`src/rtl/npc_pkg.sv`:
```
package npc_pkg;

  localparam int unsigned OPC_W = 6;
  localparam int unsigned FNC_W = 6;

  localparam logic [OPC_W-1:0] OPC_SPECIAL = 6'b000000;
  localparam logic [OPC_W-1:0] OPC_JMP     = 6'b000010;
  localparam logic [OPC_W-1:0] OPC_CALL    = 6'b000011;
  localparam logic [OPC_W-1:0] OPC_BR_EQ   = 6'b000100;
  localparam logic [OPC_W-1:0] OPC_BR_NE   = 6'b000101;
  localparam logic [FNC_W-1:0] FNC_JREG    = 6'b001000;

  typedef enum logic [2:0] {
    FLOW_SEQ,
    FLOW_BR_EQ,
    FLOW_BR_NE,
    FLOW_JMP,
    FLOW_CALL,
    FLOW_JREG
  } flow_e;

  typedef struct packed {
    logic [31:0] seq;
    logic [31:0] branch;
    logic [31:0] jump;
  } cand_t;

endpackage

```
`src/rtl/npc_decode.sv`:
```
module npc_decode
  import npc_pkg::*;
(
  input  logic [OPC_W-1:0] opc,
  input  logic [FNC_W-1:0] fnc,
  output flow_e            flow
);

  always_comb begin
    flow = FLOW_SEQ;
    case (opc)
      OPC_SPECIAL: if (fnc == FNC_JREG) flow = FLOW_JREG;
      OPC_JMP:     flow = FLOW_JMP;
      OPC_CALL:    flow = FLOW_CALL;
      OPC_BR_EQ:   flow = FLOW_BR_EQ;
      OPC_BR_NE:   flow = FLOW_BR_NE;
      default:     flow = FLOW_SEQ;
    endcase
  end

endmodule

```
`src/rtl/npc_targets.sv`:
```
module npc_targets
  import npc_pkg::*;
#(
  parameter int unsigned XLEN   = 32,
  parameter int unsigned IMM_W  = 16,
  parameter int unsigned JIDX_W = 26,
  parameter int unsigned INSN_B = 4
) (
  input  logic [XLEN-1:0]   pc,
  input  logic [IMM_W-1:0]  offset,
  input  logic [JIDX_W-1:0] jidx,
  output cand_t             cand
);

  localparam int unsigned SH       = $clog2(INSN_B);
  localparam int unsigned REGION_W = XLEN - JIDX_W - SH;
  localparam int unsigned EXT_W    = XLEN - IMM_W - SH;

  logic [XLEN-1:0] seq_w;
  logic [XLEN-1:0] disp_w;

  // increment by one instruction, wrapping at the top of the space
  assign seq_w  = pc + XLEN'(INSN_B);
  // word offset scaled to bytes with sign carried into the upper bits
  assign disp_w = {{EXT_W{offset[IMM_W-1]}}, offset, {SH{1'b0}}};

  always_comb begin
    cand.seq    = seq_w;
    cand.branch = seq_w + disp_w;
    cand.jump   = {pc[XLEN-1 -: REGION_W], jidx, {SH{1'b0}}};
  end

endmodule

```
`src/rtl/npc_select.sv`:
```
module npc_select
  import npc_pkg::*;
#(
  parameter int unsigned XLEN = 32
) (
  input  flow_e           flow,
  input  logic            regs_eq,
  input  cand_t           cand,
  input  logic [XLEN-1:0] jr_target,
  output logic [XLEN-1:0] next_pc,
  output logic            link_we
);

  always_comb begin
    next_pc = cand.seq;
    case (flow)
      FLOW_BR_EQ: next_pc = regs_eq  ? cand.branch : cand.seq;
      FLOW_BR_NE: next_pc = !regs_eq ? cand.branch : cand.seq;
      FLOW_JMP,
      FLOW_CALL:  next_pc = cand.jump;
      FLOW_JREG:  next_pc = jr_target;
      default:    next_pc = cand.seq;
    endcase
  end

  assign link_we = (flow == FLOW_CALL);

endmodule

```
`src/rtl/npc_gen.sv`:
```
module npc_gen
  import npc_pkg::*;
#(
  parameter int unsigned XLEN     = 32,
  parameter logic [31:0] RESET_PC = 32'h0040_0000
) (
  input  logic            clk,
  input  logic            rst_n,
  input  logic            step_en,
  input  logic [XLEN-1:0] instr,
  input  logic            regs_eq,
  input  logic [XLEN-1:0] jr_target,
  output logic [XLEN-1:0] pc,
  output logic [XLEN-1:0] next_pc,
  output logic [XLEN-1:0] link_addr,
  output logic            link_we
);

  localparam int unsigned IMM_W  = 16;
  localparam int unsigned JIDX_W = 26;

  flow_e flow_w;
  cand_t cand_w;

  npc_decode u_dec (
    .opc  (instr[XLEN-1 -: OPC_W]),
    .fnc  (instr[FNC_W-1:0]),
    .flow (flow_w)
  );

  npc_targets #(
    .XLEN   (XLEN),
    .IMM_W  (IMM_W),
    .JIDX_W (JIDX_W),
    .INSN_B (4)
  ) u_tgt (
    .pc     (pc),
    .offset (instr[IMM_W-1:0]),
    .jidx   (instr[JIDX_W-1:0]),
    .cand   (cand_w)
  );

  npc_select #(
    .XLEN (XLEN)
  ) u_sel (
    .flow      (flow_w),
    .regs_eq   (regs_eq),
    .cand      (cand_w),
    .jr_target (jr_target),
    .next_pc   (next_pc),
    .link_we   (link_we)
  );

  assign link_addr = cand_w.seq;

  always_ff @(posedge clk or negedge rst_n) begin
    if (!rst_n)       pc <= RESET_PC;
    else if (step_en) pc <= next_pc;
  end

endmodule

```
`config.mk`:
```
export PLATFORM = sky130hd
export DESIGN_NAME = npc_gen
export DESIGN_NICKNAME = d
export VERILOG_FILES = /design/src/rtl/npc_pkg.sv /design/src/rtl/npc_decode.sv /design/src/rtl/npc_targets.sv /design/src/rtl/npc_select.sv /design/src/rtl/npc_gen.sv
export SDC_FILE = /design/constraint.sdc
export NUM_CORES = 1
export LEC_CHECK = 0
export ABC_CLOCK_PERIOD_IN_PS = 3500
export BUFFER_PORTS_ARGS = -buffer_cell sky130_fd_sc_hd__buf_2
export CORE_MARGIN = 4
export CORE_UTILIZATION = 40
export CTS_CLUSTER_SIZE = 10
export DETAILED_ROUTE_END_ITERATION = 16
export HOLD_SLACK_MARGIN = 0.05
export PLACE_DENSITY = 0.7
export SLEW_MARGIN = 20
export SYNTH_ARGS = -nofsm -noshare
export SYNTH_HDL_FRONTEND = slang
export SYNTH_SLANG_ARGS = --single-unit
```
`constraint.sdc`:
```
create_clock -name clk -period 3.5 [get_ports clk]
set_input_delay 0.175 -clock clk [delete_from_list [all_inputs] [get_ports clk]]
set_output_delay 0.175 -clock clk [all_outputs]
set_load 0.05 [all_outputs]
```
==> impl_results.md <==
- Clk buf depth: 2
- Final Non-Filler Cells: 1066
- Vias in the first global route: 6420
- Sw Share: 0.550
- Reg area: 828 sq um
- Placed cell count: 980
- Die ar.: 0.0124 sq mm
- Synth Area in Adders: 0.107
- Detailed Place HPWL: 14300 um
- Layout cells sized above 1: 0.653
- Final wirelength: 24100 um
- Setup violators final: 31
- Synthesized-area fraction occupied by and/or/nand/nor cells: 0.222
- Max-Cap Viols: 0
- CP required: 3320 ps
- Footprint of the multi-input gates: 0.00462 sq mm
- Crit-path cells: nand4_4 > buf_6 > nor4_4 > buf_4 > nand3_2 > nor2_2 > xnor2_1 > inv_2 > ha_4 > and3_4 > and3_4 > nand4_1 > a31oi_4 > o21ai_2 > nand2b_1 > a311o_1 > nand3_2 > o21ai_4 > buf_6
- GRT Util Overall: 0.328
- Most common cell after layout, fill and taps aside: buf_4
- Final hold vios: 0
- H-tree depth reported by CTS: 2
- Clock Latency Late Sink: 310 ps
- Pin count of the biggest net entering global routing: 45
- Setup WS post-layout: -682 ps
- Maximum vdd drop: 0.897 mV
- CP Launch Type: flop
- Fraction of registers with async set/reset: 1.00
- Hold path depth: 4
- CTS tree: built
- Combinational fraction of design power: 0.855
- Die W: 111 um
- Psw: 0.00404 W
- Ports: 165
- Final Wtd Congestion: 0.934
- Leak: 3.95 nW
- FILL cells: 581
- Congestion Overflow GR: 0
- Worst Hold Class: in -> reg
- Site Rows: 37
- Mapped cell area: 0.00426 sq mm
- Area post-placement: 0.00696 sq mm
- Clk slew on worst S/H paths: 80 ps
- Routed vias: 6617
- Critical path type: reg -> out
- Hold path endpoint: pc[1]
- R2R depth: 21
- Seq cells post-synth: 32
- Power density cells: 849 mW/mm^2
- Gate Count Post-Synth: 546
- Reg with most FFs: pc
- Layout Utilization: 0.833
- Residual DRC: 0
- Reg2reg setup slack: -440 ps
- Worst Path Max Fanout: 3
- Drt first pass iters: 7
- Die height: 111 um
- Ys Warns: 0
- Main combinational cell family by area after synthesis: compound AO/OA/AOI/OAI gates
- Area share of xor/xnor cells in the synthesized design: 0.107
- Antenna-violating nets left: 0
- Starting density of the core: 0.411
- Worst R2R Start: pc[8]
- Max reg flops: 32
- Root Driver: clkbuf_8
- Crit. End Element: output pin
- Sink Count: 32
- Largest regs: pc x32
- RSZ-0062 raised after global routing: true
- Reg2reg end: pc[31]
- Syn Nets: 650
- Yosys cell types: 63
- CP peak stage delay: 430 ps
- DP Worst Slack: -415 ps
- Clock share of power: 0.054
- Slew headroom: 0.262
- Multiplexer share of the synthesized area: 0.0420
- Final Cell Area: 0.00864 sq mm
- Max frequency: 0.239 GHz
- Final Cycle Share: 1.19
- First-pass GRT wire length: 33100 um
- Drt wl/cell: 22.6 um
- Area added between synthesis and finish: 103%
- CP arrival: 4010 ps
- Synth Area in Compound Gates: 0.288
- Power Internal: 0.00330 W
- Outcome: finished with violations
- Violated checks: setup timing
- Port Buffers: 164
- EDFF count, synth: 0
- HP Start: jr_target[1]
- Final net count: 1032
- Mapped Avg Cell Area: 7.81 sq um
- Core area: 0.0104 sq mm
- Primary FF master, synth: dfrtp_1
- Initial antenna violation count: 1
- Max-slew violation count: 0
- Sequential share of the synthesized area: 0.188
- Initial DRC count: 600
- Clk_skew: 13.8 ps
- Total CTS buffers: 5
- Seq pwr share: 0.091
- CP max-delay cell: dfrtp_4
- Least-Margin Pin Slew: 1110 ps
- Most frequent cells in the layout: 214 x buf_4, 143 x buf_2, 40 x nand2_1
- Vias per std cell: 6.21
- Tmin final: 4180 ps
## layer usage
metal,part of all wire,track usage
met1,0.36,0.403
met2,0.48,0.569
met3,0.099,0.0557
met4,0.058,0.130
met5,0,0
## cells in the mapped netlist (7+ instances only)
master | n | share of area
nand4_1 | 11 | 0.016
nand2_1 | 54 | 0.048
nand2b_1 | 8 | 0.012
a21oi_1 | 39 | 0.046
and3_1 | 8 | 0.012
o21ai_1 | 12 | 0.014
a221oi_1 | 8 | 0.016
xnor2_1 | 24 | 0.049
dfrtp_1 | 31 | 0.18
ha_1 | 35 | 0.10
nand3_1 | 15 | 0.018
a22oi_1 | 7 | 0.012
inv_1 | 25 | 0.022
a21o_1 | 15 | 0.026
a22o_1 | 15 | 0.031
xor2_1 | 26 | 0.053
nor2_1 | 48 | 0.042
mux2_2 | 15 | 0.040
o211ai_1 | 9 | 0.016
a31oi_1 | 14 | 0.021
clkbuf_1 | 14 | 0.012
o21ai_0 | 30 | 0.035
## how the worst max path moves through the flow
stage | depth (start not counted) | to | start | slack, ps
4_1_cts | 16 | next_pc[29] | pc[10] | -420
5_1_grt | 19 | next_pc[24] | pc[8] | -980
6_report | 19 | next_pc[29] | pc[8] | -680
3_3_place_gp | 15 | next_pc[29] | pc[4] | -340
2_1_floorplan | 12 | next_pc[31] | pc[5] | -510
3_5_place_dp | 15 | next_pc[29] | pc[4] | -420
## per-stage QoR
stage / hold WS [ps] / TNS, ps / total power (W)
finish: 234 / -10680 / 0.00734
detailed placement: 328 / -5140 / 0.00548
global route: 252 / -16430 / 0.00760
CTS: 231 / -4180 / 0.00663
global placement: 322 / -4230 / 0.00543
floorplan: -121 / -5980 / 0.00390
## kinds of logic (layout without fill, tap and decap cells)
| family | count (synthesis) | after routing |
|---|---|---|
| AO/OA/AOI/OAI | 184 | 184 |
| flip-flops | 32 | 32 |
| XOR/XNOR | 51 | 51 |
| adder cells (fa/ha/maj) | 36 | 36 |
| other | 0 | 1 |
| buffers and inverters | 48 | 431 |
| AND/OR/NAND/NOR | 179 | 179 |
| multiplexers | 16 | 16 |
## cell type report
type	instances	area share
tap	136	0.0197
clock buffer	6	0.00840
inverter	25	0.0111
sequential	32	0.0958
antenna	1	0.000290
clock inverter	2	0.00405
multi-input combinational	466	0.535
timing repair buffer	398	0.326
## critical path: cells and delay by family, from the launching register on
kind                       cells  cell delay, ps
DFF                            1             430
AOI/OAI and AO/OA              4             730
xor gates and xnor gates       1             170
buffers and inverters          4             600
adders and majority gates      1             300
and+or+nand+nor                9            1470
## power groups by stage
stage	Sequential [W]	Combinational, W	Clock (W)
final	0.000665	0.00628	0.000395
after global placement	0.000647	0.00478	0
after global routing	0.000679	0.00652	0.000409
after floorplan	0.00116	0.00274	0
after CTS	0.000659	0.00558	0.000392
after detailed placement	0.000655	0.00483	0
## what timing repair did
| item | in CTS | in global routing |
|---|---|---|
| buffers inserted | 63 | 22 |
| gates resized for setup | 146 | 68 |
| setup endpoints to repair | 32 | 34 |
| hold buffers | 1 | 0 |
| pin swaps | 87 | 55 |
| endpoints found under the hold margin | 31 | 0 |
Power figures use the tool's default switching activity.
